[src/rtl/psw_pkg.sv]
package psw_pkg;
  localparam int MOD_W = 7;
  typedef logic [MOD_W-1:0] modulus_t;

  // lower modulus P of the selected prescaler pair
  function automatic modulus_t pair_low(input bit high_band, input logic sel);
    if (high_band) return sel ? modulus_t'(32) : modulus_t'(64);
    return sel ? modulus_t'(16) : modulus_t'(8);
  endfunction
endpackage

[src/rtl/psw_cfg_check.sv]
module psw_cfg_check #(
  parameter int A_W = 6,
  parameter int B_W = 11,
  parameter bit HIGH_BAND = 1'b0
) (
  input  logic [A_W-1:0]        a_in,
  input  logic [B_W-1:0]        b_in,
  input  logic                  sel,
  output logic                  ok,
  output psw_pkg::modulus_t     p_new
);
  localparam int PAD_W = B_W - A_W;

  logic [B_W-1:0] a_wide;

  generate
    if (PAD_W > 0) begin : g_pad
      assign a_wide = {{PAD_W{1'b0}}, a_in};
    end else begin : g_nopad
      assign a_wide = B_W'(a_in);
    end
  endgenerate

  assign ok    = (b_in != '0) && (a_wide <= b_in);
  assign p_new = psw_pkg::pair_low(HIGH_BAND, sel);
endmodule

[src/rtl/psw_prescaler.sv]
module psw_prescaler (
  input  logic              clk,
  input  logic              rst,
  input  logic              run,
  input  logic              restart,
  input  logic              hi_next,
  input  psw_pkg::modulus_t p_next,
  output logic              tick
);
  psw_pkg::modulus_t pc;

  assign tick = run && (pc == '0);

  // pc counts the input clocks left in the current prescaler period
  always_ff @(posedge clk) begin
    if (rst) begin
      pc <= '0;
    end else if (restart || tick) begin
      pc <= hi_next ? p_next : p_next - psw_pkg::modulus_t'(1);
    end else if (run) begin
      pc <= pc - psw_pkg::modulus_t'(1);
    end
  end

  // prescaler periods last at least P >= 8 clocks
  p_tick_gap_r1: assert property (@(posedge clk) disable iff (rst)
    tick |=> !tick);

  // the period count never exceeds the active modulus
  p_pc_range_r1: assert property (@(posedge clk) disable iff (rst)
    (run && !restart) |-> (pc <= p_next));
endmodule

[src/rtl/psw_swallow.sv]
module psw_swallow #(
  parameter int A_W = 6,
  parameter int B_W = 11
) (
  input  logic           clk,
  input  logic           rst,
  input  logic           load,
  input  logic [A_W-1:0] a_in,
  input  logic [B_W-1:0] b_in,
  input  logic           tick,
  output logic           mod_ctl,
  output logic           mod_next,
  output logic           last
);
  logic [A_W-1:0] a_rem;
  logic [B_W-1:0] b_rem;

  always_ff @(posedge clk) begin
    if (rst) begin
      a_rem <= '0;
      b_rem <= '0;
    end else if (load) begin
      a_rem <= a_in;
      b_rem <= b_in;
    end else if (tick) begin
      a_rem <= (a_rem != '0) ? a_rem - 1'b1 : '0;
      b_rem <= b_rem - 1'b1;
    end
  end

  assign mod_ctl  = (a_rem != '0);
  assign mod_next = (a_rem > A_W'(1));
  assign last     = (b_rem == B_W'(1));

  // once at P, the modulus stays at P until the next reload
  p_swallow_order_r4: assert property (@(posedge clk) disable iff (rst)
    (!load && !mod_ctl) |=> !mod_ctl);

  // the swallow count never runs ahead of the main count
  p_a_within_b_r6: assert property (@(posedge clk) disable iff (rst)
    (B_W'(a_rem) <= b_rem));
endmodule

[src/rtl/psw_divider.sv]
module psw_divider #(
  parameter int A_W = 6,
  parameter int B_W = 11,
  parameter bit HIGH_BAND = 1'b0
) (
  input  logic           clk,
  input  logic           rst,
  input  logic [A_W-1:0] a_val,
  input  logic [B_W-1:0] b_val,
  input  logic           p_sel,
  output logic           div_pulse,
  output logic           mod_hi,
  output logic           cfg_err
);
  import psw_pkg::*;

  logic     run;
  modulus_t cur_p;
  modulus_t p_new;
  modulus_t p_next;
  logic     cfg_ok;
  logic     load;
  logic     load_ok;
  logic     hi_next;
  logic     tick;
  logic     mod_ctl;
  logic     mod_next;
  logic     last;

  psw_cfg_check #(.A_W(A_W), .B_W(B_W), .HIGH_BAND(HIGH_BAND)) cfg_i (
    .a_in (a_val),
    .b_in (b_val),
    .sel  (p_sel),
    .ok   (cfg_ok),
    .p_new(p_new)
  );

  // reload boundary: first start after reset, or last clock of a cycle
  assign load    = (!run && !cfg_err) || (tick && last);
  assign load_ok = load && cfg_ok;
  assign hi_next = load ? (a_val != '0) : mod_next;
  assign p_next  = load ? p_new : cur_p;

  psw_prescaler pre_i (
    .clk    (clk),
    .rst    (rst),
    .run    (run),
    .restart(load_ok),
    .hi_next(hi_next),
    .p_next (p_next),
    .tick   (tick)
  );

  psw_swallow #(.A_W(A_W), .B_W(B_W)) swl_i (
    .clk     (clk),
    .rst     (rst),
    .load    (load_ok),
    .a_in    (a_val),
    .b_in    (b_val),
    .tick    (tick),
    .mod_ctl (mod_ctl),
    .mod_next(mod_next),
    .last    (last)
  );

  always_ff @(posedge clk) begin
    if (rst) begin
      run       <= 1'b0;
      cfg_err   <= 1'b0;
      cur_p     <= '0;
      div_pulse <= 1'b0;
    end else begin
      div_pulse <= tick && last;
      if (load) begin
        if (cfg_ok) begin
          run   <= 1'b1;
          cur_p <= p_new;
        end else begin
          run     <= 1'b0;
          cfg_err <= 1'b1;
        end
      end
    end
  end

  assign mod_hi = run && mod_ctl;

  // error flag is sticky until reset
  p_err_sticky_r6: assert property (@(posedge clk) disable iff (rst)
    cfg_err |=> cfg_err);

  // a parked divider emits nothing
  p_err_silent_r6: assert property (@(posedge clk) disable iff (rst)
    cfg_err |=> (!div_pulse && !mod_hi));

  // output pulse lasts one clock
  p_pulse_single_r10: assert property (@(posedge clk) disable iff (rst)
    div_pulse |=> !div_pulse);

  // the active modulus changes only at a reload boundary
  p_cfg_hold_r8: assert property (@(posedge clk) disable iff (rst)
    (run && !load) |=> $stable(cur_p));
endmodule

[config.mk]
export PLATFORM = sky130hd
export DESIGN_NAME = psw_divider
export DESIGN_NICKNAME = d
export VERILOG_FILES = /design/src/rtl/psw_pkg.sv /design/src/rtl/psw_cfg_check.sv /design/src/rtl/psw_prescaler.sv /design/src/rtl/psw_swallow.sv /design/src/rtl/psw_divider.sv
export SDC_FILE = /design/constraint.sdc
export NUM_CORES = 1
export LEC_CHECK = 0
export ABC_CLOCK_PERIOD_IN_PS = 3550
export BUFFER_PORTS_ARGS = -buffer_cell sky130_fd_sc_hd__buf_2
export CELL_PAD_IN_SITES_DETAIL_PLACEMENT = 0
export CELL_PAD_IN_SITES_GLOBAL_PLACEMENT = 1
export CORE_UTILIZATION = 41
export DETAILED_ROUTE_END_ITERATION = 7
export PLACE_DENSITY_LB_ADDON = 0.1
export REMOVE_ABC_BUFFERS = 1
export SYNTH_ARGS = -nofsm -noshare
export SYNTH_HDL_FRONTEND = slang
export SYNTH_HIERARCHICAL = 1
export SYNTH_SLANG_ARGS = --single-unit
[constraint.sdc]
create_clock -name clk -period 3.55 [get_ports clk]
set_clock_uncertainty 0.2 [all_clocks]
set_input_delay 0.5325 -clock clk [delete_from_list [all_inputs] [get_ports clk]]
set_output_delay 0.5325 -clock clk [all_outputs]
set_load 0.03 [all_outputs]
# ---- Yosys cells after proc, flatten, opt, wreduce, memory -nomap -nowiden
# Index checks and enable logic that the tools add are counted.
dict set report op_classes {
  addsub 4
  magnitude_cmp 2
  n_eq_ne 1
  muxes 12
  bitwise_logic 1
  n_reduce_logical 18
}
# cell n
set op_table {}
lappend op_table {{$mux 7} 4}
lappend op_table {{$mux 11} 2}
lappend op_table {{$mux 6} 3}
lappend op_table {{$sub 7x1->7 const B} 2}
lappend op_table {{$reduce_bool 6->1} 2}
lappend op_table {{$eq 11x1->1 const B} 1}
lappend op_table {{$le 6x11->1} 1}
lappend op_table {{$reduce_bool 11->1} 1}
lappend op_table {{$sub 11x1->11 const B} 1}
lappend op_table {{$logic_not 7->1} 1}
lappend op_table {{$gt 6x1->1 const B} 1}
lappend op_table {{$logic_and 1x1->1} 6}
lappend op_table {{$sub 6x1->6 const B} 1}
lappend op_table {{$mux 5} 1}
lappend op_table {{$reduce_and 2->1} 2}
lappend op_table {{$reduce_bool 2->1} 2}
lappend op_table {{$logic_not 1->1} 2}
lappend op_table {{$logic_or 1x1->1} 2}
lappend op_table {{$mux 1} 2}
lappend op_table {{$not 1->1} 1}
dict set report totals {
  ff_bits 34
  in_bits 20
  out_inout_bits 3
  elab_cells 45
}

# ---- Longest topological paths before layout
# Gate-level depths: netlist of the first run.
dict set report depth {
  ltp_word 8
  ltp_mapped 13
}

# ---- Hierarchy
# Netlist of the first run, hierarchy kept.
# module instances cells_each area_per_inst_um2 seq_area_each_um2
set modules_own_cells {}
lappend modules_own_cells {psw_swallow 1 117 1022.2 340.3}
lappend modules_own_cells {psw_divider 1 55 581.8 200.2}
lappend modules_own_cells {psw_prescaler 1 58 509.2 140.1}
lappend modules_own_cells {psw_cfg_check 1 35 249.0 0.0}

# ---- Least setup slack after synthesis of the first run
# Ideal clock, no wire load.
dict set report synth_timing {
  kind {reg-to-reg}
  start {reg swl_i.b_rem[0]}
  end {reg pre_i.pc[5]}
  setup_time_ns 0.128
  t_arrival_ns 3.142
  setup_slack_ns 0.080
  path_stages_with_launch 10
  synth_period_minus_slack_ns 3.470
  cell_sequence {dfxtp_1 -> ha_1 -> or4b_2 -> nor4_1 -> o2bb2ai_4 -> mux2_2 -> or4_4 -> o31a_1 -> nor3_1 -> a211oi_2}
}
dict set report synth_via {
  elab_chain_len 7
}
# element line_no
set synth_lines {}
lappend synth_lines {{from (decl)} psw_swallow.sv:16} ;# logic [B_W-1:0] b_rem;
lappend synth_lines {{from (signal assigned)} psw_swallow.sv:24} ;# b_rem <= b_in;
lappend synth_lines {{from (signal assigned)} psw_swallow.sv:27} ;# b_rem <= b_rem - 1'b1;
lappend synth_lines {{$eq 11x1->1} psw_swallow.sv:33} ;# assign last = (b_rem == B_W'(1));
lappend synth_lines {{named net last} psw_divider.sv:28} ;# logic last;
lappend synth_lines {{$logic_and 1x1->1} psw_divider.sv:39} ;# assign load = (!run && !cfg_err) || (tick && last);
lappend synth_lines {{$logic_or 1x1->1} psw_divider.sv:39}
lappend synth_lines {{$mux 7} psw_divider.sv:42} ;# assign p_next = load ? p_new : cur_p;
lappend synth_lines {{named net p_next[1]} psw_divider.sv:20} ;# modulus_t p_next;
lappend synth_lines {{$sub 7x1->7} psw_prescaler.sv:19} ;# pc <= hi_next ? p_next : p_next - psw_pkg::modulus_t'(1);
lappend synth_lines {{$mux 7} psw_prescaler.sv:19}
lappend synth_lines {{$mux 7} psw_prescaler.sv:18} ;# end else if (restart || tick) begin
lappend synth_lines {{to (signal assigned)} psw_prescaler.sv:19}
lappend synth_lines {{to (signal assigned)} psw_prescaler.sv:21} ;# pc <= pc - psw_pkg::modulus_t'(1);
lappend synth_lines {{to (decl)} psw_prescaler.sv:10} ;# psw_pkg::modulus_t pc;
# The timed path passes the listed nets, and every way through them passes these cells.
# A chain may end at the register's enable or synchronous reset.

# ---- Worst setup path after layout of the first run
dict set report layout_timing {
  start {reg swl_i.b_rem[1]}
  end {reg pre_i.pc[5]}
}
# Same word-level chain as after synthesis.

==> results of run 1 <==
layout make-up:
cell class / count / area [um2]
clock inverters: 1 / 30.03
flip-flops and latches: 34 / 680.7
fillers: 593 / 2834
well taps: 72 / 90.09
repair buffers: 35 / 207.7
inverters: 17 / 63.81
multi-input cells: 200 / 1551
clock buffers: 6 / 82.58
routing by layer:
metal	wire length, um	part of all wire
met2	2360	0.47
met4	78	0.015
met5	0	0
met1	2488	0.49
met3	114	0.023
worst min-delay path: cells and delay by family, from the launching register on:
family | cells | cell delay (ns)
AOI/OAI and AO/OA | 1 | 0.05
and+or+nand+nor | 1 | 0.08
DFF | 1 | 0.31
state kept, by name (all words and copies together) (netlist names):
name / flops
div_pulse: 1
cfg_err: 1
cur_p: 7
swl_i/a_rem: 6
run: 1
pre_i/pc: 7
swl_i/b_rem: 11
worst max-delay path by stage:
stage	startpoint	end	slack (ns)	cells after the start
final	swl_i/b_rem[1]	pre_i/pc[5]	0.15	11
after global routing	swl_i/b_rem[1]	pre_i/pc[5]	0.02	11
after CTS	swl_i/b_rem[1]	pre_i/pc[5]	0.06	11
after detailed placement	swl_i/b_rem[1]	pre_i/pc[5]	0.07	11
after global placement	swl_i/b_rem[1]	pre_i/pc[5]	0.13	11
after floorplan	run	pre_i/pc[5]	-0.13	9
cell families after synthesis:
logic type               synth area share
adder cells (fa/ha/maj)           0.06886
XOR/XNOR                          0.07786
flip-flops                         0.2881
buffers and inverters             0.07892
AND/OR/NAND/NOR                    0.2691
other                            0.001587
multiplexers                      0.04185
AO/OA/AOI/OAI                      0.1737
layout by cell type, fill, tap and decap left out, types with 2 or more instances in the layout:
cell type / Yosys / routed
a211oi_2: 2 / 2
buf_2: 1 / 22
nand4b_1: 8 / 8
o21bai_1: 2 / 2
mux2_2: 7 / 4
nand3_1: 2 / 2
mux2i_1: 2 / 2
nor3_2: 2 / 2
o21ai_0: 5 / 5
xor2_1: 8 / 8
buf_4: 7 / 13
xnor2_1: 13 / 13
nand2b_1: 9 / 9
o21ai_2: 7 / 7
dfxtp_1: 34 / 34
nand4_1: 3 / 3
inv_1: 16 / 16
a21oi_1: 14 / 14
or4_4: 2 / 2
a311oi_1: 2 / 2
nor4_4: 1 / 2
a211oi_1: 9 / 9
a31oi_1: 2 / 2
nor3b_1: 3 / 3
ha_1: 13 / 13
nor4_2: 3 / 3
mux2_4: 0 / 3
conb_1: 1 / 5
nor4_1: 4 / 3
clkbuf_8: 0 / 6
nor2_1: 23 / 23
nand2_1: 13 / 13
o21a_1: 2 / 2
nor3_1: 10 / 10
or4b_4: 3 / 3
report_power, final:
part           total (W)  switching [W]  internal (W)
logic           0.000314       0.000168      0.000145
clock network   0.000366       0.000141      0.000225
registers       0.000455      0.0000349      0.000420
total            0.00113       0.000344      0.000790
through the flow:
step,utilization,TNS [ns],instances,total power [W],setup slack (ns)
2_1_floorplan,-,-0.2882,250,0.0006754,-0.1296
3_3_place_gp,0.4594,0,356,0.0007681,0.1325
3_5_place_dp,0.4594,0,356,0.0007685,0.07387
4_1_cts,0.4797,0,363,0.001141,0.05972
5_1_grt,0.4885,0,365,0.001202,0.01752
6_report,0.4885,0,365,0.001134,0.1451
repair_timing:
item | 4_1_cts | 5_1_grt
hold endpoints to repair | 0 | 0
resized for setup | 0 | 5
buffers inserted | 0 | 1
setup endpoints to repair | 0 | 4
hold buffers | 0 | 0
==> reports/results.ini, run 1 <==
[finish]
diodes = 0
fin_area_um2 = 2706
area_delta_synth_final_pct = 14.57
fin_nets = 326
drive_above_1_share = 0.2696

[yosys]
ys_top_cells_by_count = dfxtp_1, nor2_1, inv_1
synth_flop_cell = dfxtp_1
ys_top_cells_by_area = dfxtp_1, ha_1, xnor2_1, nor2_1, mux2_2
post_synth_instance_area_um2 = 2362
synth_cell_type_count = 58
postSynthCellCount = 265
synth_enable_flop_cells = 0
ys_seq_area_frac = 0.2881
synth_area_leader_cell = dfxtp_1
avgSynthCellArea_um2 = 8.914
synth_top_cell_area_share = 0.2881
async_reset_ff_frac = 0
yosysWarnings = 6
ys_seq_elements = 34
synth_most_common_cell = dfxtp_1

[setup_path]
r2r_start = swl_i/b_rem[1]
crit_fanout = 5
worst_ep_arrival_time_ns = 3.35
worstPathCellList = inv_1 -> ha_1 -> or4b_2 -> nor4_4 -> buf_4 -> o2bb2ai_4 -> mux2_4 -> or4_4 -> o31a_1 -> nor3_1 -> a211oi_2
reg2regPathDepth = 11
reg2reg_slack_ns = 0.15
cp_data_required_time_ns = 3.49
slowest_stage = or4b_2
start_kind = register
critPathMaxStageDelay_ns = 0.62
cp.buffers_inverters = 2
cp-end-kind = register
r2r-end = pre_i/pc[5]
worst-setup-path-type = reg -> reg
critPathTopFamily = simple AND/OR/NAND/NOR gates

[pwr]
peakVddDrop_mv = 0.1469
p_leak_nw = 1.077
power_density_nw_per_um2 = 419.1

[route]
drt_wl_total_um = 5042
drt_pass1_iterations = 4
drtAntennaViolNets = 0
route.vias.total = 1933
routedWlPerCell_um = 13.81
via_per_inst = 5.296
drtIter0Drc = 51
drc = 0

[place]
placed_cell_area_um2 = 2545
io_buffers = 22
finalWeightedCongestion = 0.7544
hpwl_um = 3719

[sta]
period_share = 0.9591
layout_min_cycle_time_ns = 3.405
finalMaxSlewViolations = 0
max_freq_mhz = 293.7
grt_setup_unrepaired = no
slew_headroom = 0.5176
final-hold-violation-count = 0
tightest_slew_ns = 0.7236
whs_ns = 0.2768
setup_viol = 0

[floorplan]
pin_count = 23
std_cell_rows = 27
die_w_um = 77.91
start_util = 0.4264
coreArea_um2 = 5540
die_area_um2 = 6069
die-height_um = 77.91

[global_routing]
track_usage = 0.1789
grt.busiest_layer = met2
gr-usage-met3 = 0.03176
antenna_found_initial = 0
grt_start_max_net_pins = 43
grt_overflow = 0
grt_pass1_wl_um = 8604
grt_use_met2 = 0.2956
use_met1 = 0.2340
grt_pass1_vias = 1806

[clock_network]
htree_levels = 2
root_buffer = clkbuf_8
insertion_delay_ns = 0.29
cts.clk_slew.worst_paths_ns = 0.07
cts_sinks = 34
cts_buffer_depth = 2
cts_tree = built
cts_buffers = 5

[worst_hold_path]
hold_path_end = cur_p[4]
hold_path.class = reg -> reg
hold_start = cur_p[4]
min_path_cells = 2

[run_status]
status = finished clean

[job]
drv_cap = 0

(Power assumes the default switching activity.)
==> inputs of run 2 (changes only) <==
--- a/config.mk
+++ b/config.mk
@@ -5,11 +5,11 @@
 export SDC_FILE = /design/constraint.sdc
 export NUM_CORES = 1
 export LEC_CHECK = 0
-export ABC_CLOCK_PERIOD_IN_PS = 3550
+export ABC_CLOCK_PERIOD_IN_PS = 4300
 export BUFFER_PORTS_ARGS = -buffer_cell sky130_fd_sc_hd__buf_2
 export CELL_PAD_IN_SITES_DETAIL_PLACEMENT = 0
 export CELL_PAD_IN_SITES_GLOBAL_PLACEMENT = 1
-export CORE_UTILIZATION = 41
+export CORE_UTILIZATION = 49
 export DETAILED_ROUTE_END_ITERATION = 7
 export PLACE_DENSITY_LB_ADDON = 0.1
 export REMOVE_ABC_BUFFERS = 1
==> constraint.sdc (replaced) <==
create_clock -name clk -period 4.3 [get_ports clk]
set_clock_uncertainty 0.2 [all_clocks]
set_input_delay 0.645 -clock clk [delete_from_list [all_inputs] [get_ports clk]]
set_output_delay 0.645 -clock clk [all_outputs]
set_load 0.03 [all_outputs]
==> run 2 against run 1 <==
Power decreased by 20%. First-iteration DRC count increased by 110%. Largest power group unchanged. Clock-buffer cell count increased by 1. Highest routed layer unchanged. Sequential power decreased by 17%. Critical endpoint unchanged. Global-route usage increased by 2.5 points.
==> reports/results.ini, run 2 (synthesis results as in run 1) <==
[run_status]
status = finished clean

[clock_network]
root_buffer = clkbuf_8
post_cts_buffers = 0
cts.clk_slew.worst_paths_ns = 0.07
cts_tree = built
cts_sinks = 34
insertion_delay_ns = 0.28
htree_levels = 2
cts.repair.resized = 0
cts_hold_buf = 0
cts_buffers = 5
cts_buffer_depth = 2

[pwr]
internal_power_w = 0.0006296
seqPwrFrac = 0.415
combPwrFrac = 0.267
switching_share = 0.3065
p_sw_w = 0.0002782
p_leak_nw = 1.011
power_density_nw_per_um2 = 353.8
pwr-share-clk = 0.318
peakVddDrop_mv = 0.1755
power.total_w = 0.0009079

[finish]
fin_nets = 316
largest_register = swl_i/b_rem
drive_above_1_share = 0.2359
diodes = 0
top_regs = swl_i/b_rem x11, cur_p x7, pre_i/pc x7
utilization = 0.5697
area_delta_synth_final_pct = 8.633
largest_reg_flops = 11
final_common_cell = dfxtp_1
final_cell_mix = dfxtp_1, nor2_1, buf_2
fin_cells = 336

[global_routing]
track_usage = 0.2040
grt_overflow = 0
antenna_found_initial = 0
grt_pass1_wl_um = 8190
grt_start_max_net_pins = 43
grt_pass1_vias = 1820
use_met1 = 0.2791
grt_use_met2 = 0.3280
grt.busiest_layer = met2
gr-usage-met3 = 0.03797

[sta]
finalMaxSlewViolations = 0
layout_min_cycle_time_ns = 3.714
fin_setup_tns_ns = 0
whs_ns = 0.2761
tightest_slew_ns = 0.6963
period_share = 0.8637
setup_viol = 0
max_freq_mhz = 269.3
slew_headroom = 0.5358
final-hold-violation-count = 0
grt_setup_unrepaired = no

[setup_path]
slowest_stage = or4b_2
cp.buffers_inverters = 0
cp-end-kind = register
start_kind = register
crit_fanout = 18
worstPathCellList = ha_1 -> or4b_2 -> nor4_1 -> o2bb2ai_4 -> mux2_2 -> or4_4 -> o31a_1 -> nor3_1 -> a211oi_2
worst-setup-path-type = reg -> reg
critPathTopFamily = simple AND/OR/NAND/NOR gates
worst_ep_arrival_time_ns = 3.66
cp_data_required_time_ns = 4.24
critPathMaxStageDelay_ns = 0.57

[route]
route.vias.total = 1907
drtIter0Drc = 106
drt_pass1_iterations = 4
drt_wl_total_um = 4743
drc = 0
via_per_inst = 5.676
drtAntennaViolNets = 0
routedWlPerCell_um = 14.12

[floorplan]
die-height_um = 71.44
die_area_um2 = 5103
die_w_um = 71.44
std_cell_rows = 24
start_util = 0.5244
coreArea_um2 = 4504
pin_count = 23

[worst_hold_path]
hold_path.class = reg -> reg

[place]
placed_cells = 328
io_buffers = 22
hpwl_um = 3431
finalWeightedCongestion = 0.7894

[job]
drv_cap = 0

## run 2: cell types whose count changed in the layout (fill, tap and decap cells not counted)
| cell | before | now |
|---|---|---|
| nor4_1 | 3 | 4 |
| clkbuf_8 | 6 | 5 |
| clkbuf_1 | 0 | 2 |
| o2bb2ai_2 | 1 | 0 |
| nor4_4 | 2 | 1 |
| buf_4 | 13 | 4 |
| mux2_4 | 3 | 0 |
| mux2_2 | 4 | 7 |
## run 2: worst paths after layout
check	endpoint	cells after the start	slack (ns)	startpoint
worst min-delay path	cur_p[3]	2	0.28	cur_p[3]
worst max-delay path	pre_i/pc[5]	9	0.59	swl_i/b_rem[0]
worst max register to register	pre_i/pc[5]	9	0.59	swl_i/b_rem[0]
worst min register to register	cur_p[3]	2	0.28	cur_p[3]
## run 2: power by group through the flow
stage	registers (W)	logic, W	clock network, W
2_1_floorplan	0.000378	0.000180	0
6_report	0.000377	0.000243	0.000289
3_5_place_dp	0.000383	0.000241	0
4_1_cts	0.000376	0.000243	0.000297
5_1_grt	0.000380	0.000273	0.000315
3_3_place_gp	0.000383	0.000240	0
## run 2: metrics by stage
| stage | cell area (um2) | worst slack (ns) |
|---|---|---|
| 5_1_grt | 2566 | 0.3846 |
| 3_3_place_gp | 2460 | 0.6320 |
| 3_5_place_dp | 2460 | 0.5558 |
| 6_report | 2566 | 0.5861 |
| 2_1_floorplan | 2255 | 0.6204 |
| 4_1_cts | 2566 | 0.5508 |
## run 2: final cells by class
| class | count | area, um2 |
|---|---|---|
| repair buffers | 26 | 140.1 |
| well taps | 52 | 65.06 |
| clock inverters | 1 | 30.03 |
| clock buffers | 7 | 76.32 |
| multi-input cells | 199 | 1510 |
| inverters | 17 | 63.81 |
| flip-flops and latches | 34 | 680.7 |
| fillers | 428 | 1938 |
## run 2: worst reg2reg max path, cell delays in order, from the launching register on
cell       delay (ns)
dfxtp_1          0.38
ha_1             0.15
or4b_2           0.57
nor4_1           0.46
o2bb2ai_4        0.31
mux2_2           0.42
or4_4            0.55
o31a_1           0.25
nor3_1           0.21
a211oi_2         0.06
## run 2: metal layers
| layer | share of wire | vias up |
|---|---|---|
| met4 | 0.0093 | 0 |
| met1 | 0.51 | 892 |
| met3 | 0.027 | 4 |
| met5 | 0 | - |
| li1 | - | 974 |
| met2 | 0.45 | 37 |
==> inputs of run 3 (changes only) <==
--- a/config.mk
+++ b/config.mk
@@ -5,7 +5,6 @@
 export SDC_FILE = /design/constraint.sdc
 export NUM_CORES = 1
 export LEC_CHECK = 0
-export ABC_CLOCK_PERIOD_IN_PS = 4300
 export BUFFER_PORTS_ARGS = -buffer_cell sky130_fd_sc_hd__buf_2
 export CELL_PAD_IN_SITES_DETAIL_PLACEMENT = 0
 export CELL_PAD_IN_SITES_GLOBAL_PLACEMENT = 1
==> constraint.sdc (replaced) <==
create_clock -name clk -period 4.3 [get_ports clk]
set_clock_uncertainty 0.2 [all_clocks]
set_input_delay 0.215 -clock clk [delete_from_list [all_inputs] [get_ports clk]]
set_output_delay 0.215 -clock clk [all_outputs]
set_load 0.03 [all_outputs]
==> run 3 against run 2 <==
Flip-flop and latch count did not move. Critical path depth unchanged. Non-clock buffer count did not move. Combinational power down 2%. Design area shrank 0.83%. Core utilization decreased by 0.47 points. Via count decreased by 1.0%. Sequential share of layout area increased by 0.22 points. Maximum frequency fell by 0.52%. Sequential power about the same. Largest cell class unchanged. Highest routed layer unchanged.
==> reports/results.ini, run 3 (synthesis results as in run 1) <==
[finish]
fin_cells = 334
final_cell_mix = dfxtp_1, nor2_1, buf_2
largest_reg_flops = 11
final_common_cell = dfxtp_1
largest_register = swl_i/b_rem
area_delta_synth_final_pct = 7.733
fin_nets = 316
diodes = 0
drive_above_1_share = 0.2340
top_regs = swl_i/b_rem x11, cur_p x7, pre_i/pc x7
fin_area_um2 = 2545

[sta]
slew_headroom = 0.4190
grt_setup_unrepaired = no
period_share = 0.8682
final-hold-violation-count = 0
fin_setup_tns_ns = 0
tightest_slew_ns = 0.8715
layout_min_cycle_time_ns = 3.733
max_freq_mhz = 267.9
finalMaxSlewViolations = 0
setup_viol = 0

[setup_path]
r2r-end = pre_i/pc[5]
cp_data_required_time_ns = 4.24
worst-setup-path-type = reg -> reg
r2r_start = swl_i/b_rem[0]
start_kind = register
reg2regPathDepth = 9
cp-end-kind = register
crit_fanout = 18
worst_ep_arrival_time_ns = 3.68
reg2reg_slack_ns = 0.57

[pwr]
switching_share = 0.3196
peakVddDrop_mv = 0.1616
power_density_nw_per_um2 = 334.3
pwr-share-clk = 0.276
p_leak_nw = 1.001
internal_power_w = 0.0005788
seqPwrFrac = 0.442
combPwrFrac = 0.281
p_sw_w = 0.0002719

[route]
drt_wl_total_um = 4633
drtAntennaViolNets = 0
drtIter0Drc = 72
route.vias.total = 1887
via_per_inst = 5.650
drc = 0
routedWlPerCell_um = 13.87
drt_pass1_iterations = 4

[floorplan]
die_area_um2 = 5103
std_cell_rows = 24
start_util = 0.5244
pin_count = 23
die_w_um = 71.44
die-height_um = 71.44
coreArea_um2 = 4504

[global_routing]
antenna_found_initial = 0
use_met1 = 0.2664
track_usage = 0.2006
grt_pass1_wl_um = 7962
grt.busiest_layer = met2
grt_start_max_net_pins = 43
grt_overflow = 0
grt_use_met2 = 0.3164
grt_pass1_vias = 1774
gr-usage-met3 = 0.03797

[clock_network]
cts_buffers = 5
cts.clk_slew.worst_paths_ns = 0.07
cts_tree = built
htree_levels = 2
insertion_delay_ns = 0.29
root_buffer = clkbuf_8
cts_sinks = 34
cts.repair.resized = 0
cts_buffer_depth = 2

[place]
placed_cell_area_um2 = 2452
placed_cells = 327
io_buffers = 22
hpwl_um = 3394
finalWeightedCongestion = 0.7770

[worst_hold_path]
hold_path_end = swl_i/b_rem[8]
hold_path.class = in -> reg
min_path_cells = 3
hold_start = b_val[8]

[job]
drv_cap = 0

[run_status]
status = finished clean

[run 3: final cells by class]
class | count | area (um2)
clock buffers | 6 | 82.58
multi-input cells | 199 | 1510
fillers | 446 | 1959
well taps | 52 | 65.06
inverters | 17 | 63.81
flip-flops and latches | 34 | 680.7
repair buffers | 26 | 142.6
[run 3: worst max path at each step]
stage               slack [ns]     endpoint  cells after the start            from
finish                    0.57  pre_i/pc[5]                      9  swl_i/b_rem[0]
global placement          0.62  pre_i/pc[5]                      9  swl_i/b_rem[0]
global route              0.38  pre_i/pc[6]                     12  swl_i/b_rem[1]
CTS                       0.55  pre_i/pc[5]                      9  swl_i/b_rem[0]
detailed placement        0.56  pre_i/pc[5]                      9  swl_i/b_rem[0]
floorplan                 0.62  pre_i/pc[5]                      9             run
[run 3: worst max-delay path, stage by stage (launching register included)]
cell and delay (ns):
dfxtp_1 0.38, ha_1 0.15, or4b_2 0.57, nor4_1 0.47
o2bb2ai_4 0.31, mux2_2 0.41, or4_4 0.55, o31a_1 0.25
nor3_1 0.22, a211oi_2 0.07
[run 3: timing repair]
item / 4_1_cts / 5_1_grt
hold buffers: 1 / 0
buffers inserted: 0 / 0
endpoints found under the hold margin: 1 / 0
endpoints found under the setup margin: 0 / 0
[run 3: per-stage QoR]
stage | util | total power (W) | hold WS (ns) | setup slack, ns
final | 0.5650 | 0.0008507 | 0.01156 | 0.5668
after global routing | 0.5650 | 0.0009085 | 0.02557 | 0.3810
after CTS | 0.5650 | 0.0008618 | 0.002315 | 0.5476
after detailed placement | 0.5444 | 0.0006221 | 0.2688 | 0.5564
after global placement | 0.5444 | 0.0006217 | 0.2612 | 0.6220
after floorplan | - | 0.0005576 | 0.07965 | 0.6204
[run 3: metal layers]
| metal | share of wire | wire length [um] | vias up |
|---|---|---|---|
| li1 | - | - | 971 |
| met1 | 0.51 | 2373 | 871 |
| met2 | 0.43 | 2008 | 39 |
| met3 | 0.039 | 181 | 6 |
| met4 | 0.015 | 69 | 0 |
| met5 | 0 | 0 | - |
[run 3: power groups by stage]
| stage | registers [W] | clock network, W | logic, W |
|---|---|---|---|
| final | 0.000376 | 0.000235 | 0.000239 |
| after floorplan | 0.000378 | 0 | 0.000180 |
| after global routing | 0.000380 | 0.000260 | 0.000268 |
| after detailed placement | 0.000383 | 0 | 0.000239 |
| after CTS | 0.000376 | 0.000244 | 0.000242 |
| after global placement | 0.000383 | 0 | 0.000239 |
